===== config.mk =====
export PLATFORM = sky130hd
export DESIGN_NAME = burst_col_seq
export DESIGN_NICKNAME = d
export VERILOG_FILES = /design/src/rtl/burst_pkg.sv /design/src/rtl/burst_len_dec.sv /design/src/rtl/col_addr_gen.sv /design/src/rtl/beat_ctrl.sv /design/src/rtl/burst_col_seq.sv
export SDC_FILE = /design/constraint.sdc
export NUM_CORES = 1
export LEC_CHECK = 0
export CAP_MARGIN = 20
export CELL_PAD_IN_SITES_DETAIL_PLACEMENT = 2
export CELL_PAD_IN_SITES_GLOBAL_PLACEMENT = 2
export CORE_UTILIZATION = 37
export CTS_BUF_LIST = sky130_fd_sc_hd__clkbuf_8
export DETAILED_ROUTE_END_ITERATION = 10
export PLACE_DENSITY_LB_ADDON = 0.3
export REMOVE_ABC_BUFFERS = 1
export SLEW_MARGIN = 0
export SYNTH_ARGS = -nofsm -noshare
export SYNTH_HDL_FRONTEND = slang
export SYNTH_HIERARCHICAL = 1
export SYNTH_SLANG_ARGS = --single-unit

===== constraint.sdc =====
create_clock -name clk_i -period 3 [get_ports clk_i]
set_input_delay 0.45 -clock clk_i [delete_from_list [all_inputs] [get_ports clk_i]]
set_output_delay 0.45 -clock clk_i [all_outputs]
set_load 0.02 [all_outputs]

===== src/rtl/burst_pkg.sv =====
package burst_pkg;
  typedef enum logic [2:0] {
    BL_ONE  = 3'd0,
    BL_TWO  = 3'd1,
    BL_FOUR = 3'd2,
    BL_EIGHT= 3'd3,
    BL_PAGE = 3'd7
  } bl_code_e;

  localparam int unsigned LG_MAX = 3;

  // log2 of the finite burst length; reserved codes collapse to one beat
  function automatic int unsigned len_log2(logic [2:0] code);
    case (code)
      BL_TWO:   return 1;
      BL_FOUR:  return 2;
      BL_EIGHT: return 3;
      default:  return 0;
    endcase
  endfunction
endpackage


===== src/rtl/burst_len_dec.sv =====
module burst_len_dec
  import burst_pkg::*;
#(
  parameter int unsigned COL_W = 9
) (
  input  logic [2:0]       bl_code_i,
  input  logic             ilv_i,
  input  logic             wr_i,
  input  logic             single_wr_i,
  output logic [COL_W-1:0] mask_o,
  output logic             full_o,
  output logic             ilv_o
);
  logic        one_beat;
  int unsigned lg;

  assign one_beat = wr_i & single_wr_i;
  assign full_o   = (bl_code_i == BL_PAGE) & ~one_beat;
  assign ilv_o    = ilv_i & ~full_o;
  assign lg       = one_beat ? 0 : len_log2(bl_code_i);

  for (genvar i = 0; i < COL_W; i++) begin : g_mask
    assign mask_o[i] = full_o | (i < lg);
  end
endmodule


===== src/rtl/col_addr_gen.sv =====
module col_addr_gen #(
  parameter int unsigned COL_W = 9
) (
  input  logic [COL_W-1:0] base_i,
  input  logic [COL_W-1:0] beat_i,
  input  logic [COL_W-1:0] mask_i,
  input  logic             ilv_i,
  output logic [COL_W-1:0] addr_o
);
  logic [COL_W-1:0] seq_low;
  logic [COL_W-1:0] ilv_low;

  assign seq_low = base_i + beat_i;
  assign ilv_low = base_i ^ beat_i;
  // low bits move, upper bits stay with the start column
  assign addr_o  = (base_i & ~mask_i) | ((ilv_i ? ilv_low : seq_low) & mask_i);
endmodule


===== src/rtl/beat_ctrl.sv =====
module beat_ctrl #(
  parameter int unsigned COL_W = 9
) (
  input  logic             clk_i,
  input  logic             rst_ni,
  input  logic             start_i,
  input  logic             stop_i,
  input  logic [COL_W-1:0] mask_i,
  input  logic             full_i,
  output logic [COL_W-1:0] beat_o,
  output logic             busy_o,
  output logic             last_o
);
  logic [COL_W-1:0] beat_q;
  logic             busy_q;

  assign last_o = busy_q & ~full_i & (beat_q == mask_i);
  assign beat_o = beat_q;
  assign busy_o = busy_q;

  always_ff @(posedge clk_i or negedge rst_ni) begin
    if (!rst_ni) begin
      busy_q <= 1'b0;
      beat_q <= '0;
    end else if (start_i) begin
      busy_q <= 1'b1;
      beat_q <= '0;
    end else if (stop_i || last_o) begin
      busy_q <= 1'b0;
    end else if (busy_q) begin
      beat_q <= beat_q + 1'b1;  // full page wraps at the row end
    end
  end
endmodule


===== src/rtl/burst_col_seq.sv =====
module burst_col_seq
  import burst_pkg::*;
#(
  parameter int unsigned COL_W = 9
) (
  input  logic             clk_i,
  input  logic             rst_ni,
  input  logic             start_i,
  input  logic [COL_W-1:0] col_i,
  input  logic [2:0]       bl_code_i,
  input  logic             ilv_i,
  input  logic             wr_i,
  input  logic             single_wr_i,
  input  logic             stop_i,
  output logic [COL_W-1:0] addr_o,
  output logic             valid_o,
  output logic             last_o
);
  logic [COL_W-1:0] mask_d, mask_q, base_q, beat;
  logic             full_d, full_q, ilv_d, ilv_q, busy, last;

  burst_len_dec #(.COL_W(COL_W)) u_dec (
    .bl_code_i  (bl_code_i),
    .ilv_i      (ilv_i),
    .wr_i       (wr_i),
    .single_wr_i(single_wr_i),
    .mask_o     (mask_d),
    .full_o     (full_d),
    .ilv_o      (ilv_d)
  );

  always_ff @(posedge clk_i or negedge rst_ni) begin
    if (!rst_ni) begin
      base_q <= '0;
      mask_q <= '0;
      full_q <= 1'b0;
      ilv_q  <= 1'b0;
    end else if (start_i) begin
      base_q <= col_i;
      mask_q <= mask_d;
      full_q <= full_d;
      ilv_q  <= ilv_d;
    end
  end

  beat_ctrl #(.COL_W(COL_W)) u_ctrl (
    .clk_i  (clk_i),
    .rst_ni (rst_ni),
    .start_i(start_i),
    .stop_i (stop_i),
    .mask_i (mask_q),
    .full_i (full_q),
    .beat_o (beat),
    .busy_o (busy),
    .last_o (last)
  );

  col_addr_gen #(.COL_W(COL_W)) u_addr (
    .base_i(base_q),
    .beat_i(beat),
    .mask_i(mask_q),
    .ilv_i (ilv_q),
    .addr_o(addr_o)
  );

  assign valid_o = busy;
  assign last_o  = last;
endmodule


# Word level (Yosys, flattened, before mapping)
# Index checks and enable logic that the tools add are counted.
[op_classes]
n_eq_ne = 6
mux = 8
bitwise = 22
addsub = 2
reduce_logical = 4
magnitude_cmp = 9
[ops]
columns = ["cell", "count"]
rows = [
  ["$lt 3x32->1 const A", 4],
  ["$lt 1x32->1 const A", 2],
  ["$lt 2x32->1 const A", 2],
  ["$mux 9", 4],
  ["$lt 4x32->1 const A", 1],
  ["$and 9x9->9", 2],
  ["$add 9x1->9 const B", 1],
  ["$add 9x9->9", 1],
  ["$eq 9x9->1", 1],
  ["$not 9->9", 1],
  ["$or 1x1->1", 9],
  ["$or 9x9->9", 1],
  ["$xor 9x9->9", 1],
  ["$eq 3x2->1 const B", 2],
  ["$pmux 2 s3", 1],
  ["$and 1x1->1", 5],
  ["$reduce_bool 2->1", 2],
  ["$eq 3x1->1 const B", 1],
  ["$eq 3x3->1 const B", 1],
  ["$not 1->1", 3],
  ["$mux 1", 2],
  ["$mux 2", 1],
  ["$ne 2x2->1 const B", 1],
  ["$reduce_and 2->1", 1],
  ["$logic_or 1x1->1", 1],
]
[totals]
ff_bits = 30
output_inout_bits = 11
word_cells = 57
in_bits = 19

# Longest topological paths before layout
# Gate-level depths: netlist of the first run.
[logic_depth]
depth_word = 6
depth_mapped = 8
mapped_depth_nobuf = 8

# Hierarchy
# The synthesis of the first run kept the hierarchy.
[modules_own_cells]
columns = ["module", "area_per_inst_um2", "cells_each", "n_inst", "seq_area_each_um2"]
rows = [
  ["burst_col_seq", 823.3, 42, 1, 500.5],
  ["beat_ctrl", 603.1, 63, 1, 250.2],
  ["col_addr_gen", 519.2, 67, 1, 0.0],
  ["burst_len_dec", 107.6, 16, 1, 0.0],
]

# Worst setup path before layout of the first run
# OpenSTA, ideal clock, no wires.
[synth_timing]
path_kind = "reg-to-output"
from = "register u_ctrl.beat_q[0] (netlist: u_ctrl/beat_o[0])"
to = "output addr_o[8]"
stages_incl_launch_ff = 9
t_arrival_ns = 2.154
path_slack_ns = 0.396
path_buffers = 0
required_ns = 2.550
cell_sequence = "dfrtp_1 ha_1 inv_1 fa_1 nand2b_1 a211oi_2 a21oi_1 o211ai_1 xor2_1"
[synth_via]
elab_chain_cells = 4
[synth_rtl]
columns = ["item", "line", "source"]
rows = [
  ["start, declared", "beat_ctrl.sv:14", "logic [COL_W-1:0] beat_q;"],
  ["start signal, assigned", "beat_ctrl.sv:31", "beat_q <= beat_q + 1'b1;"],
  ["$add 9x9->9", "col_addr_gen.sv:13", "assign seq_low = base_i + beat_i;"],
  ["$mux 9", "col_addr_gen.sv:16", "assign addr_o = (base_i & ~mask_i) | ((ilv_i ? ilv_low : seq_low) & mask_i);"],
  ["$and 9x9->9", "col_addr_gen.sv:16", ""],
  ["$or 9x9->9", "col_addr_gen.sv:16", ""],
  ["end, declared", "burst_col_seq.sv:15", "output logic [COL_W-1:0] addr_o,"],
]
# No other way between the ends.

# Worst setup path after layout of the first run
[layout_timing]
from = "register u_ctrl.beat_q[0] (netlist: u_ctrl/beat_o[0])"
to = "output addr_o[6]"
# Same word-level chain as after synthesis.

==> impl_metrics.toml, run 1 <==
[sta]
drv_slew = 0
max_freq_mhz = 343
worst_pin_slew_ns = 0.522
hold_ws_ns = 0.547
hold_viol_final = 0
fin_crit_sh_pct = 97.1
setup_viol = 0
rsz0062_at_grt = "true"
fin_worst_skew_ns = 0.00420
min_period_ns = 2.91
slew_headroom_pct = 65.2

[floorplan]
num_rows = 26
die_w_microns = 76.5
io-pin-count = 30
initial_core_util_pct = 39.2
die_area_sq_um = 5850
die_h_microns = 76.5
core_area_sq_um = 5240

[finish]
layout-drive-gt1-share_pct = 26.7
nets = 254
n_fill_cell = 558
multi_input_area_sq_um = 1220
finalInstanceArea_sq_um = 2540
antenna_cells = 0
area_delta_synth_final_pct = 23.5
regArea_sq_um = 751

[global_route]
grt_pass1_wl_mm = 9.77
grt-busiest-layer = "met2"
grt_start_max_net_pins = 32
grt_antenna_before_repair = 0
first_global_vias = 1866
track_usage_pct = 21.9
grt_use_met1_pct = 24.1
overflow = 0
grt_use_met3_pct = 5.03
met2_usage_pct = 41.1

[worst_setup_path]
critical_path.endpoint_type = "primary output"
worstPathArrival_ns = 2.46
start_kind = "register"
slowest_stage = "dfrtp_1"
reg2reg_setup_slack_ns = 0.86
path_cells = "ha_1, inv_1, fa_2, nand2b_4, a211oi_4, a31oi_1, xnor2_1, mux2_2, clkbuf_2"
max_stage_delay_ns = 0.36
worstPathMaxFanout = 4
criticalPathCategory = "reg2out"
cp_data_required_time_ns = 2.55

[detailed_routing]
drt-pass1-iter-count = 4
wire_per_inst_microns = 19.7
drt_iter0_drc = 50
drc = 0
vias_per_cell = 5.39
wl_mm = 5.80
vias = 1591
antenna_left = 0

[clock_tree]
cts-hold-fix-buffers = 0
clk_path_buf_depth = 2
cts.sinks = 30
cts_tree = "built"
clk_latency_ns = 0.28
cts_made_buffers = 5
clkTransAtPathRegs_ns = 0.06
cts_setup_buffers = 0
cts-htree-levels = 2
cts-root-buf = "clkbuf_8"

[logic_synthesis]
synth-simple-area-share_pct = 13.5
avgSynthCellArea_sq_um = 10.9
netlist_top_cells_area = "dfrtp_1, mux2_4, ha_1"
yosys-mux-area-fraction_pct = 18.0
synth_top_family_by_area = "multiplexers"
ys_ff_latch = 30
synthFlopType = "dfrtp_1"
synth_top_area_share_pct = 36.6
post-synth-top-count-cell = "dfrtp_1"
synth_xor_area_share_pct = 7.25
async_flop_share_pct = 100
yosys-top-cells-count = "dfrtp_1, mux2_4, nor2_1"
syn-cell-area_sq_um = 2050
yosysTopAreaCell = "dfrtp_1"
ys_warn_count = 6
synth_compound_area_share_pct = 11.9
syn_inst = 188
yosysUniqueCellTypes = 45
synth_edf_count = 0
seq_area_frac_synth_pct = 36.6
synth_fa_ha_area_share_pct = 7.01

[placement]
port_buffers = 29
gp_congestion = 0.803
hpwlAfterDp_mm = 4.20
dpl-instance-area_sq_um = 2430

[power_and_ir_drop]
ir_drop_uv = 196
p_per_area_nw_per_um2 = 423
p_leak_uw = 0.00120

[run]
drv_cap = 0

[status]
status = "completed"

[worst_hold_path]
hp-class = "reg2reg"
[kinds of logic after synthesis]
family / count (synthesis)
AND/OR/NAND/NOR: 50
AO/OA/AOI/OAI: 35
flip-flops: 30
multiplexers: 26
buffers and inverters: 19
XOR/XNOR: 17
adder cells (fa/ha/maj): 11
[metrics by stage]
stage | setup TNS, ns | util [%] | power [uW] | std cells | setup WS, ns
finish | 0 | 48.4 | 1070 | 295 | 0.0885
global route | -0.00453 | 48.4 | 1120 | 295 | -0.00453
CTS | -0.224 | 47.9 | 1080 | 295 | -0.117
detailed placement | -0.136 | 46.5 | 768 | 288 | -0.0951
global placement | 0 | 46.5 | 750 | 288 | 0.0318
floorplan | 0 | - | 628 | 177 | 0.396
[worst max-delay path: cells and delay by family (launching register included)]
family	cells	cell delay, ns
muxes	1	0.27
adders and majority gates	2	0.53
AOI/OAI and AO/OA	2	0.45
DFF	1	0.36
xor gates and xnor gates	1	0.15
and+or+nand+nor	1	0.16
buffers and inverters	2	0.23
[layer usage]
metal / wire, microns / up-vias / part of all wire [%]
li1: - / 736 / -
met1: 2360 / 818 / 41
met2: 3220 / 31 / 55
met3: 169 / 6 / 2.9
met4: 57 / 0 / 0.98
met5: 0 / - / 0
[registers in the layout, summed over array words and instances, names as in the netlist]
| register | flops |
|---|---|
| base_q | 9 |
| full_q | 1 |
| ilv_q | 1 |
| mask_q | 9 |
| u_ctrl/beat_o | 9 |
| u_ctrl/busy_o | 1 |
[repair_timing]
action                                  CTS  global route
endpoints found under the setup margin    5             6
pin swaps                                 1             2
hold endpoints to repair                  0             0
gates resized for setup                   9            11
[power by group]
group	total, uW	switching, uW	internal [uW]
Sequential	466	33.6	432
Clock	307	154	153
Combinational	301	148	153
[area by class of cell]
cell class / count / share of cell area [%]
clock buffer: 5 / 2.71
clock inverter: 2 / 0.296
inverter: 8 / 1.18
multi-input combinational: 139 / 48.0
sequential: 30 / 29.6
tap: 70 / 3.45
timing repair buffer: 41 / 14.8
[path summary, 6_finish.rpt]
path | from | cells after the start | endpoint
max | u_ctrl/beat_o[0] | 9 | addr_o[6]
min | full_q | 1 | full_q
max reg2reg | u_ctrl/beat_o[4] | 6 | u_ctrl/beat_o[2]
min reg2reg | full_q | 1 | full_q
max in group asynchronous | rst_ni | 2 | u_ctrl/beat_o[3]
min in group asynchronous | rst_ni | 2 | base_q[4]
[placed cells by master (no fill, tap or decap), types with 2 or more instances in the layout]
| cell type | n |
|---|---|
| or3_1 | 2 |
| clkdlybuf4s50_1 | 22 |
| nand3_1 | 4 |
| a211oi_4 | 2 |
| dlymetal6s2s_1 | 3 |
| nand4_1 | 2 |
| dfrtp_1 | 30 |
| or4_1 | 4 |
| inv_1 | 9 |
| a21oi_1 | 12 |
| nor2_1 | 14 |
| nand2_1 | 7 |
| nand3b_1 | 2 |
| nand2b_1 | 3 |
| ha_1 | 9 |
| nor4_1 | 2 |
| o21ai_0 | 6 |
| mux2_2 | 4 |
| a31oi_1 | 2 |
| clkbuf_8 | 5 |
| xor2_1 | 11 |
| mux2_4 | 21 |
| clkbuf_2 | 2 |
| o31ai_1 | 4 |
| xnor2_1 | 6 |
| buf_4 | 13 |
No activity file was read; power rests on OpenSTA's default activity.
==> inputs of run 2 (changes only) <==
--- a/config.mk
+++ b/config.mk
@@ -10,6 +10,7 @@
 export CELL_PAD_IN_SITES_GLOBAL_PLACEMENT = 2
 export CORE_UTILIZATION = 37
 export CTS_BUF_LIST = sky130_fd_sc_hd__clkbuf_8
+export CTS_CLUSTER_SIZE = 16
 export DETAILED_ROUTE_END_ITERATION = 10
 export PLACE_DENSITY_LB_ADDON = 0.3
 export REMOVE_ABC_BUFFERS = 1
==> results of run 2 <==
Same layout as run 1: the final DEF is identical, and so are final timing and power.
